### config.mk
export PLATFORM = sky130hd
export DESIGN_NAME = cmd_tally_status
export DESIGN_NICKNAME = d
export VERILOG_FILES = /design/src/rtl/cmd_tally_pkg.sv /design/src/rtl/cmd_tally_ctrl.sv /design/src/rtl/cmd_tally_dp.sv /design/src/rtl/cmd_tally_status.sv
export SDC_FILE = /design/constraint.sdc
export NUM_CORES = 1
export LEC_CHECK = 0
export ABC_AREA = 1
export BUFFER_PORTS_ARGS = -buffer_cell sky130_fd_sc_hd__buf_2
export CORE_MARGIN = 3
export CORE_UTILIZATION = 33
export DETAILED_ROUTE_END_ITERATION = 8
export GPL_TIMING_DRIVEN = 1
export PLACE_DENSITY = 0.77
export SETUP_SLACK_MARGIN = 0.5
export SYNTH_ARGS = -nofsm -noshare
export SYNTH_HDL_FRONTEND = slang
export SYNTH_SLANG_ARGS = --single-unit
### constraint.sdc
create_clock -name clk -period 1.2 [get_ports clk]
set_input_delay 0.24 -clock clk [delete_from_list [all_inputs] [get_ports clk]]
set_output_delay 0.24 -clock clk [all_outputs]
set_load 0.005 [all_outputs]
### src/rtl/cmd_tally_pkg.sv
package cmd_tally_pkg;
  typedef struct packed {
    logic incDone;
    logic loadProc;
    logic clrFlag;
  } tally_strobe_t;
endpackage

### src/rtl/cmd_tally_ctrl.sv
module cmd_tally_ctrl
  import cmd_tally_pkg::*;
(
  input  logic          doneEvt,
  input  logic          wrEn,
  input  logic          wrFlagBit,
  output tally_strobe_t strobes
);
  always_comb begin
    strobes.incDone  = doneEvt;
    strobes.loadProc = wrEn;
    strobes.clrFlag  = wrEn & ~wrFlagBit;
  end
endmodule

### src/rtl/cmd_tally_dp.sv
module cmd_tally_dp
  import cmd_tally_pkg::*;
#(
  parameter int CNT_W    = 6,
  parameter int DATA_W   = 32,
  parameter int DONE_LSB = 0,
  parameter int FLAG_BIT = 8,
  parameter int PROC_LSB = 16
) (
  input  logic              clk,
  input  logic              rstN,
  input  tally_strobe_t     strobes,
  input  logic [CNT_W-1:0]  procIn,
  output logic [DATA_W-1:0] statusWord,
  output logic              flagOut
);
  localparam logic [CNT_W-1:0] ONE = CNT_W'(1);

  logic [CNT_W-1:0] doneCnt;
  logic [CNT_W-1:0] procCnt;
  logic             pendFlag;

  always_ff @(posedge clk) begin
    if (!rstN) begin
      doneCnt  <= '0;
      procCnt  <= '0;
      pendFlag <= 1'b0;
    end else begin
      if (strobes.incDone)  doneCnt <= doneCnt + ONE;
      if (strobes.loadProc) procCnt <= procIn;
      if (strobes.incDone)      pendFlag <= 1'b1;
      else if (strobes.clrFlag) pendFlag <= 1'b0;
    end
  end

  always_comb begin
    statusWord = '0;
    statusWord[DONE_LSB +: CNT_W] = doneCnt;
    statusWord[FLAG_BIT]          = pendFlag;
    statusWord[PROC_LSB +: CNT_W] = procCnt;
  end

  assign flagOut = pendFlag;
endmodule

### src/rtl/cmd_tally_status.sv
module cmd_tally_status
  import cmd_tally_pkg::*;
#(
  parameter int CNT_W    = 6,
  parameter int DATA_W   = 32,
  parameter int DONE_LSB = 0,
  parameter int FLAG_BIT = 8,
  parameter int PROC_LSB = 16
) (
  input  logic              clk,
  input  logic              rstN,
  input  logic              doneEvt,
  input  logic              wrEn,
  input  logic [DATA_W-1:0] wrData,
  output logic [DATA_W-1:0] rdData,
  output logic              irqOut
);
  tally_strobe_t strobes;

  cmd_tally_ctrl uCtrl (
    .doneEvt  (doneEvt),
    .wrEn     (wrEn),
    .wrFlagBit(wrData[FLAG_BIT]),
    .strobes  (strobes)
  );

  cmd_tally_dp #(
    .CNT_W(CNT_W), .DATA_W(DATA_W), .DONE_LSB(DONE_LSB),
    .FLAG_BIT(FLAG_BIT), .PROC_LSB(PROC_LSB)
  ) uDp (
    .clk       (clk),
    .rstN      (rstN),
    .strobes   (strobes),
    .procIn    (wrData[PROC_LSB +: CNT_W]),
    .statusWord(rdData),
    .flagOut   (irqOut)
  );
endmodule

; ---- Yosys cells after proc, flatten, opt, wreduce, memory -nomap -nowiden
; Index checks and enable logic that the tools add are counted.
[totals]
ff_bits = 13
input_bits = 36
out_inout_bits = 33
word_cells = 9
[op_classes]
addsub = 1
muxes = 2
bitwise_logic = 2
reduce_logical = 1
[op_table]
columns = cell, n
row1 = 6-bit by 1-bit adder with 6-bit output (second input constant), 1
row2 = 1-bit 2-to-1 mux, 2
row3 = 2-bit nonzero test, 1
row4 = 1-bit AND, 1
row5 = 1-bit NOT, 1

; ---- Depth between registers and ports, before layout
; Gate-level depths: netlist (run 1).
[logic_depth]
ltp_word = 4
mapped_depth = 5
ltp_nobuf = 5

; ---- Modules after synthesis
; A second synthesis (run 1) with hierarchy kept.
[hier_totals]
cells_unflattened = 89
area_unflattened_um2 = 669.4
[modules_own_cells]
columns = module, instances, cells_per_inst, area_each_um2, seq_area_each_um2
row1 = cmd_tally_dp, 1, 85, 644.4, 260.2
row2 = cmd_tally_ctrl, 1, 4, 25.0, 0.0

; ---- Worst setup path after synthesis (run 1)
; Ideal clock, no wire load.
[synth_path]
path_type = flip-flop to flip-flop
startpoint = reg uDp.doneCnt[0]
endpoint = reg uDp.doneCnt[4]
setup_ns = 0.117
arrival_time_ns = 0.862
t_required_ns = 1.083
slack_ns = 0.221
path_stages_with_launch = 5
n_path_buf = 0
period_less_slack_ns = 0.979
path_cell_list = dfxtp_1 ha_1 nand3_1 o21ai_0 nor2_1
[synth_between]
elab_chain_cells = 1
[synth_lines]
columns = item, line_no
row1 = "start, declared", cmd_tally_dp.sv:19  ; logic [CNT_W-1:0] doneCnt;
row2 = "start signal, assigned", cmd_tally_dp.sv:29  ; if (strobes.incDone) doneCnt <= doneCnt + ONE;
row3 = 6-bit by 1-bit adder with 6-bit output, cmd_tally_dp.sv:29
; Every way passes these cells.
; A chain may end at the register's enable or synchronous reset.

; ---- Worst setup path in the final report (run 1)
; Ends and elaborated chain as after synthesis.

==> reports/results.tsv, run 1 <==
metric	value	unit
hp-start	wrData[16]	
holdPathStages	3	
cts.sinks	13	
synth_common_cells	buf_4, nor2_1, dfxtp_1	
h-tree-depth	1	
critPathSlowestCell	dfxtp_4	
routabilityCongestion	0.668	
cts_tree	done	
status	finished, final reports clean	
p_sw_frac	0.264	
clkLatencyLatePin	0.28	ns
end_kind	flip-flop	
timing.rr.end	uDp.doneCnt[4]	
path_delay_family	flip-flops	
cts_buffer_depth	2	
ys_async_sr_fraction	0	
path_max_fanout	4	
port_buffers	24	
synth.largest_area_cell	dfxtp_1	
path_clk_slew	0.08	ns
p_clk_frac	0.294	
p_leak	0.460	nW
cellPowerDensity	994	nW/um^2
ir_drop	0.530	mV
fin_area	928	um^2
cts-root-buf	clkbuf_4	
rsz0062_at_grt	true	
slowest_delay	0.37	ns
finClkSkew	0.00728	ns
path_class	reg -> reg	
finalWirelength	1.33	mm
synthFlopType	dfxtp_1	
fmax	0.998	GHz
cp.arrival	1.18	ns
cellInternalPower	0.679	mW
drc_errors	0	
ys_ff_latch	13	
synth_top_area_frac	0.405	
fillerInstances	174	
cts_buffers	3	
slew_violations	0	
cp.required	1.38	ns
placed_area	732	um^2
viasPerCell	4.19	
grt_pass1_wl	2.24	mm
ant_nets	0	
min_to	uDp.procCnt[0]	
synth_edf_count	0	
hold_ws	0.187	ns
grt_max_degree	14	
drt_iter0_markers	6	
dr.pass1.iters	3	
yosysWarnings	0	
path_cells	buf_12 -> ha_4 -> nand3_4 -> nor2_1 -> nor2_1 -> nor2_1	
tns	0	ns
ys_seq_area_frac	0.405	
drive_gt1_frac	0.482	
path_buf_inv	1	
post_synth_num_cell_types	15	
switchingPower	0.244	mW
vias	583	
grt_usage	0.117	
ios	69	
synth.cell_area	642	um^2
maxCapViolCount	0	
hold_path_class	in -> reg	
seqPwrFrac	0.516	
crit_top_cell	nor2_1	
die_h	50.1	um
setup_viol	0	
diodes	0	
finalNetCount	152	
grt.overflow.total	0	
place_hpwl	944	um
wire_per_inst	9.55	um
grt_pass1_vias	549	
syn_avg_cell_area	7.64	um^2
antenna_found_initial	0	
r2r_cells	6	
hold_viol	0	
r2r_slack	0.20	ns
core-area	1780	um^2
setup.worst_path.start_class	flip-flop	
die_w	50.1	um
rows	15	
period_minus_slack	1.00	ns
combPwrFrac	0.190	
timing.final.crit_share	0.835	
syn-instance-count	84	
dieArea	2510	um^2
initial_core_util	0.360	
synth_area_leaders	dfxtp_1, buf_4, nor2_1	
area_growth	44.6	%
reg2reg_from	uDp.doneCnt[0]	
==> final cells by class <==
| type | instances | area, um^2 | area share |
|---|---|---|---|
| Clock buffer | 4 | 26.3 | 0.0283 |
| Inverter | 4 | 15.0 | 0.0162 |
| Multi-Input combinational cell | 64 | 344 | 0.371 |
| Sequential cell | 13 | 282 | 0.303 |
| Tap cell | 25 | 31.3 | 0.0337 |
| Timing Repair Buffer | 29 | 230 | 0.248 |
==> cells in the final DEF (no fill, tap or decap), types with 3 or more instances in the layout <==
| cell | n |
|---|---|
| buf_2 | 17 |
| nor2_1 | 18 |
| conb_1 | 19 |
| buf_6 | 8 |
| o21ai_0 | 9 |
| inv_1 | 4 |
| nand2_1 | 3 |
| clkbuf_4 | 3 |
| dfxtp_2 | 11 |
==> through the flow <==
step / power, mW / util / worst slack (ns) / instances
after global routing: 0.978 / 0.521 / 0.146 / 139
after CTS: 0.904 / 0.496 / 0.198 / 139
after detailed placement: 0.589 / 0.411 / 0.299 / 130
after floorplan: 0.584 / - / 0.375 / 102
final: 0.923 / 0.521 / 0.198 / 139
after global placement: 0.585 / 0.411 / 0.310 / 130
==> worst register-to-register path, stage by stage, from the launching register on <==
cell and delay (ns):
dfxtp_4 0.37, buf_12 0.13, ha_4 0.16, nand3_4 0.07, nor2_1 0.04, nor2_1 0.09, nor2_1 0.05
==> registers in the layout (all words and copies together) (netlist names) <==
register,count
uDp.procCnt,6
uDp.flagOut,1
uDp.doneCnt,6
==> kinds of logic (layout without fill, tap and decap cells) <==
kind of cell | Yosys count | in the layout | share of synthesized area
simple gates | 29 | 29 | 0.183
flops | 13 | 13 | 0.405
buf+inv | 25 | 37 | 0.265
fa+ha+maj | 1 | 1 | 0.0195
other cells | 1 | 19 | 0.00584
compound gates | 15 | 15 | 0.121
==> power by group through the flow <==
| stage | Combinational (mW) | Sequential, mW | Clock [mW] |
|---|---|---|---|
| 4_1_cts | 0.153 | 0.473 | 0.277 |
| 6_report | 0.175 | 0.477 | 0.271 |
| 3_3_place_gp | 0.104 | 0.480 | 0 |
| 2_1_floorplan | 0.101 | 0.483 | 0 |
| 3_5_place_dp | 0.108 | 0.481 | 0 |
| 5_1_grt | 0.198 | 0.480 | 0.300 |
==> per-layer routing <==
metal / GRT usage / vias up / wire length [um]
li1: - / 288 / -
met3: 0.0483 / 3 / 148
met5: 0 / - / 0
met4: 0.0691 / 0 / 27
met2: 0.191 / 38 / 639
met1: 0.125 / 254 / 512
==> worst max-delay path by stage <==
stage	startpoint	end	slack (ns)	cells after the start
after global routing	uDp.doneCnt[0]	uDp.doneCnt[4]	0.15	6
after global placement	doneEvt	uDp.doneCnt[5]	0.31	6
after floorplan	uDp.doneCnt[0]	uDp.doneCnt[4]	0.37	4
final	uDp.doneCnt[0]	uDp.doneCnt[4]	0.20	6
after detailed placement	doneEvt	uDp.doneCnt[5]	0.30	6
after CTS	uDp.doneCnt[0]	rdData[0]	0.20	1
==> what timing repair did <==
item	4_1_cts	5_1_grt
setup endpoints to repair	19	24
buffers inserted	5	0
hold buffers	0	0
pin swaps	3	0
gates cloned	0	0
gates resized for setup	20	10
(Power assumes the default switching activity.)
==> run 2, diff against run 1 <==
Settings changed: ABC_AREA 1 to 0, CORE_UTILIZATION 33 to 34.
Clock period 1.2 ns to 1 ns, I/O delays scaled along.
==> run 2 against run 1 <==
Net effect: the flow now finishes with violations (negative setup slack); critical path type unchanged; sequential power rose by 19%; area after synthesis rose by 6.4%; critical endpoint is now uDp.doneCnt[5]; hold slack got worse by 0.0059 ns; via count fell by 16%; critical path depth fell by 3.
==> reports/results.tsv, run 2 <==
metric	value	unit	change
status	finished with violations		
violations	negative setup slack		
cellPowerDensity	1200	nW/um^2	+21%
seqPwrFrac	0.543		+0.027
port_buffers	24		unchanged
finalNetCount	136		-11%
wire_per_inst	9.94	um	+4.1%
power	1.05	mW	+14%
antenna_found_initial	0		unchanged
final_cell_mix	buf_2, conb_1, dfxtp_2		
ant_nets	0		unchanged
cp.arrival	1.21	ns	+0.03 ns
maxCapViolCount	0		unchanged
dieArea	2580	um^2	+2.9%
fmax	0.990	GHz	-0.86%
area_growth	27.7	%	
hold_path_class	in -> reg		
viasPerCell	3.98		-5.0%
grt_pass1_wl	1.98	mm	-11%
cts_tree	done		
p_sw_frac	0.253		-0.0114
end_kind	flip-flop		
synth.largest_area_cell	dfxtp_1		
synth.cell_area	683	um^2	+6.4%
timing.final.crit_share	1.01		+0.176
dr.pass1.iters	3		unchanged
p_leak	0.436	nW	-5.2%
drive_gt1_frac	0.480		-0.00286
syn_avg_cell_area	9.76	um^2	+28%
ys_async_sr_fraction	0		unchanged
drc_errors	0		unchanged
cp.required	1.20	ns	-0.18 ns
synth_edf_count	0		unchanged
slew_violations	0		unchanged
core-area	1800	um^2	+1.1%
hold_ws	0.181	ns	-0.00592 ns
combPwrFrac	0.150		-0.040
grt.overflow.total	0		unchanged
cts-root-buf	clkbuf_4		
place_hpwl	919	um	-2.6%
diodes	0		unchanged
worst_slack	-0.0106	ns	-0.209 ns
h-tree-depth	1		unchanged
path_buf_inv	0		-1
setup_viol	1		+1
path_max_fanout	4		unchanged
grt_pass1_vias	474		-14%
grt_usage	0.103		-0.0144
die_w	50.8	um	+1.4%
utilization	0.484		-0.0367
cts_buffers	3		unchanged
setup.worst_path.start_class	flip-flop		
slowest_delay	0.39	ns	+0.02 ns
drt_iter0_markers	8		+2
path_cells	nand4_4 -> or3_1 -> a21boi_1		
synth_top_area_frac	0.381		-0.0245
vias	490		-16%
routabilityCongestion	0.705		+5.5%
cts.sinks	13		unchanged
path_clk_slew	0.08	ns	about the same
p_clk_frac	0.308		+0.014
synth_area_leaders	dfxtp_1, buf_4, mux2i_1		
clkLatencyLatePin	0.27	ns	about the same
path_delay_family	simple AND/OR/NAND/NOR gates		
synthFlopType	dfxtp_1		
cts_buffer_depth	2		unchanged
rsz0062_at_grt	true		
final_cells	123		-12%
dp_cells	115		-12%
syn-instance-count	70		-17%
ys_seq_area_frac	0.381		-0.0245
fillerInstances	181		+4.0%
path_class	reg -> reg		
initial_core_util	0.379		+0.0192
ir_drop	0.465	mV	-12%
hold_viol	0		unchanged
finalWirelength	1.22	mm	-7.9%
finClkSkew	0.00261	ns	-0.00467 ns
ys_ff_latch	13		unchanged
die_h	50.8	um	+1.4%
rows	15		unchanged
switchingPower	0.265	mW	+8.6%
period_minus_slack	1.01	ns	+0.00866 ns
ios	69		unchanged
synth_most_common_cell	buf_4		
cellInternalPower	0.783	mW	+15%
grt_max_degree	14		unchanged
synth_common_cells	buf_4, dfxtp_1, nor2b_1		
critPathSlowestCell	dfxtp_4		
final_common_cell	buf_2		
yosysWarnings	0		unchanged
post_synth_num_cell_types	20		+5
-- run 2: path summary, 6_finish.rpt --
path / start / to / slack (ns) / cells past startpoint
setup / recovery: uDp.doneCnt[1] / uDp.doneCnt[5] / -0.01 / 3
hold / removal: wrData[18] / uDp.procCnt[2] / 0.18 / 3
setup reg to reg: uDp.doneCnt[1] / uDp.doneCnt[5] / -0.01 / 3
hold reg to reg: uDp.doneCnt[5] / uDp.doneCnt[5] / 0.51 / 2
-- run 2: area by class of cell --
class | count | area, um^2 | area share
clock buffers | 4 | 26.3 | 0.0301
multi-input cells | 52 | 342 | 0.392
flip-flops and latches | 13 | 287 | 0.329
well taps | 25 | 31.3 | 0.0359
repair buffers | 29 | 186 | 0.214
-- run 2: what timing repair did --
item | 4_1_cts | 5_1_grt
pin swaps | 4 | 0
setup buffers | 3 | 1
endpoints found under the hold margin | 0 | 0
endpoints found under the setup margin | 27 | 27
resized for setup | 4 | 3
hold buffers | 0 | 0
-- run 2: through the flow --
| stage | setup slack [ns] | area, um^2 | setup TNS [ns] |
|---|---|---|---|
| final | -0.0106 | 872 | -0.0106 |
| after global routing | -0.0361 | 872 | -0.136 |
| after CTS | -0.00879 | 852 | -0.00978 |
| after detailed placement | -0.00144 | 783 | -0.00144 |
| after global placement | 0.00924 | 783 | 0 |
| after floorplan | 0.0485 | 813 | 0 |
-- run 2: worst register-to-register path, stage by stage (launching register included) --
cell and delay (ns):
dfxtp_4 0.39, nand4_4 0.11, or3_1 0.32, a21boi_1 0.13
-- run 2: power groups by stage --
| stage | combinational (mW) | clock [mW] | sequential (mW) |
|---|---|---|---|
| floorplan | 0.148 | 0 | 0.585 |
| global placement | 0.135 | 0 | 0.581 |
| detailed placement | 0.139 | 0 | 0.582 |
| CTS | 0.152 | 0.334 | 0.570 |
| global route | 0.181 | 0.362 | 0.574 |
| finish | 0.157 | 0.322 | 0.569 |
-- run 2: metal layers --
layer	global-route usage	part of all wire	vias to the layer above
met1	0.117	0.40	218
met3	0.00875	0.061	4
met2	0.170	0.50	27
met5	0	0	-
li1	-	-	241
met4	0.0942	0.032	0
-- run 2: kinds of logic (layout without fill, tap and decap cells) --
logic type | Yosys count | in the layout | share of synthesized area
compound gates | 3 | 3 | 0.0256
xor+xnor | 4 | 4 | 0.0513
fa+ha+maj | 1 | 1 | 0.0183
buf+inv | 23 | 33 | 0.249
flops | 13 | 13 | 0.381
mux | 7 | 7 | 0.103
other cells | 1 | 19 | 0.00549
simple gates | 18 | 18 | 0.167
==> run 3, diff against run 2 <==
Settings changed: ABC_AREA 0 to 1, CELL_PAD_IN_SITES_DETAIL_PLACEMENT set to 1, CELL_PAD_IN_SITES_GLOBAL_PLACEMENT set to 1, CORE_UTILIZATION 34 to 21, PLACE_DENSITY 0.77 to 0.78.
==> run 3 against run 2 <==
Net effect: the flow now finishes without violations; critical path depth shrank 2; wire length increased by 30%; clock skew shrank 0.0023 ns; hold slack worse by 0.030 ns; register-to-register slack improved by 0.09 ns; cell area grew 8.9%; cell count increased by 20%; count of clock-buffer cells in the layout did not move; core utilization decreased by 15 points; highest routed layer is now met3.
==> reports/results.tsv, run 3 (synthesis results as in run 1) <==
metric	value	unit	change
status	finished, final reports clean		
p_clk_frac	0.291		-0.017
area_growth	48.0	%	
diodes	0		unchanged
path_buf_inv	1		+1
drt_iter0_markers	15		+7
place_hpwl	1.19	mm	+29%
grt_pass1_wl	2.45	mm	+24%
initial_core_util	0.227		-0.152
cts_buffer_depth	2		unchanged
ant_nets	0		unchanged
cts_buffers	3		unchanged
grt_usage	0.0891		-0.0138
switchingPower	0.282	mW	+6.4%
dieArea	3760	um^2	+45%
path_delay_family	flip-flops		
finalNetCount	155		+14%
antenna_found_initial	0		unchanged
cp.required	0.80	ns	-0.40 ns
hold_path_class	in -> reg		
final_common_cell	conb_1		
placed_area	751	um^2	-4.2%
path_clk_slew	0.08	ns	about the same
fin_area	950	um^2	+8.9%
rsz0062_at_grt	true		
cp.arrival	0.75	ns	-0.46 ns
drc_errors	0		unchanged
setup.worst_path.start_class	flip-flop		
vias	587		+20%
cellInternalPower	0.798	mW	+1.9%
slew_violations	0		unchanged
cts.sinks	13		unchanged
grt_max_degree	14		unchanged
period_minus_slack	0.952	ns	-0.0588 ns
slowest_delay	0.37	ns	-0.02 ns
p_leak	0.451	nW	+3.4%
wire_per_inst	10.7	um	+7.6%
h-tree-depth	1		unchanged
path_max_fanout	5		+1
end_kind	output pin		
grt_pass1_vias	571		+20%
grt.overflow.total	0		unchanged
path_class	reg -> out		
combPwrFrac	0.177		+0.027
ios	69		unchanged
port_buffers	24		unchanged
timing.final.crit_share	0.952		-0.0588
dr.pass1.iters	3		unchanged
tns	0	ns	+0.0106 ns
path_cells	buf_6		
cellPowerDensity	1140	nW/um^2	-5.4%
viasPerCell	3.97		-0.44%
drive_gt1_frac	0.547		+0.0674
die_h	61.3	um	+21%
cts_tree	done		
final_cell_mix	conb_1, nor2_1, buf_2		
routabilityCongestion	0.688		-2.4%
maxCapViolCount	0		unchanged
fmax	1.05	GHz	+6.2%
rows	19		+4
power	1.08	mW	+3.1%
critPathSlowestCell	dfxtp_4		
p_sw_frac	0.261		+0.00819
finClkSkew	0.000273	ns	-0.00233 ns
die_w	61.3	um	+21%
setup_viol	0		-1
clkLatencyLatePin	0.26	ns	about the same
seqPwrFrac	0.532		-0.011
hold_viol	0		unchanged
ir_drop	0.749	mV	+61%
finalWirelength	1.58	mm	+30%
cts-root-buf	clkbuf_4		
core-area	2830	um^2	+57%
-- run 3: cell count changes in the layout (fill, tap and decap cells not counted), moves of 4 or more --
cell,change
o21ai_2,+6
buf_2,-4
nor2_1,+18
buf_6,+4
and2_1,-4
nor2b_1,-8
mux2i_1,-7
-- run 3: worst reg2reg max path, delay by kind of cell, from the launching register on --
family,cells,cell delay (ns)
adders and majority gates,1,0.16
DFF,1,0.39
and+or+nand+nor,4,0.31
-- run 3: area by class of cell --
type | instances | area [um^2]
fillers | 347 | 1880
multi-input cells | 64 | 348
flip-flops and latches | 13 | 284
repair buffers | 32 | 234
well taps | 31 | 38.8
clock buffers | 4 | 26.3
inverters | 4 | 18.8
-- run 3: path summary, 6_finish.rpt --
check / startpoint / end / slack, ns / cells past startpoint
worst max-delay path: uDp.doneCnt[0] / rdData[0] / 0.05 / 1
worst min register to register: uDp.flagOut / uDp.flagOut / 0.47 / 2
worst min-delay path: wrData[16] / uDp.procCnt[0] / 0.15 / 3
worst max register to register: uDp.doneCnt[1] / uDp.doneCnt[4] / 0.08 / 5
-- run 3: power by group through the flow --
stage	registers [mW]	clock network (mW)	logic, mW
floorplan	0.585	0	0.128
global placement	0.581	0	0.131
detailed placement	0.583	0	0.137
CTS	0.574	0.341	0.164
global route	0.579	0.371	0.219
finish	0.574	0.315	0.191
-- run 3: what timing repair did --
item                                    4_1_cts  5_1_grt
gates resized for setup                      14       15
hold buffers                                  0        0
pin swaps                                     3        4
setup buffers                                 5        3
endpoints found under the setup margin       27       27
-- run 3: metrics by stage --
step	setup WS, ns	util	hold WS, ns	cells
floorplan	0.175	-	0.279	102
global placement	0.134	0.265	0.422	136
detailed placement	0.0628	0.265	0.430	136
CTS	0.0281	0.307	0.143	145
global route	-0.00827	0.336	0.136	148
finish	0.0482	0.336	0.151	148
-- run 3: routing by layer --
metal / GRT usage / share of wire / vias up
met4: 0 / 0 / 0
met5: 0 / 0 / -
met3: 0.0377 / 0.088 / 0
li1: - / - / 296
met1: 0.0848 / 0.36 / 260
met2: 0.184 / 0.56 / 31
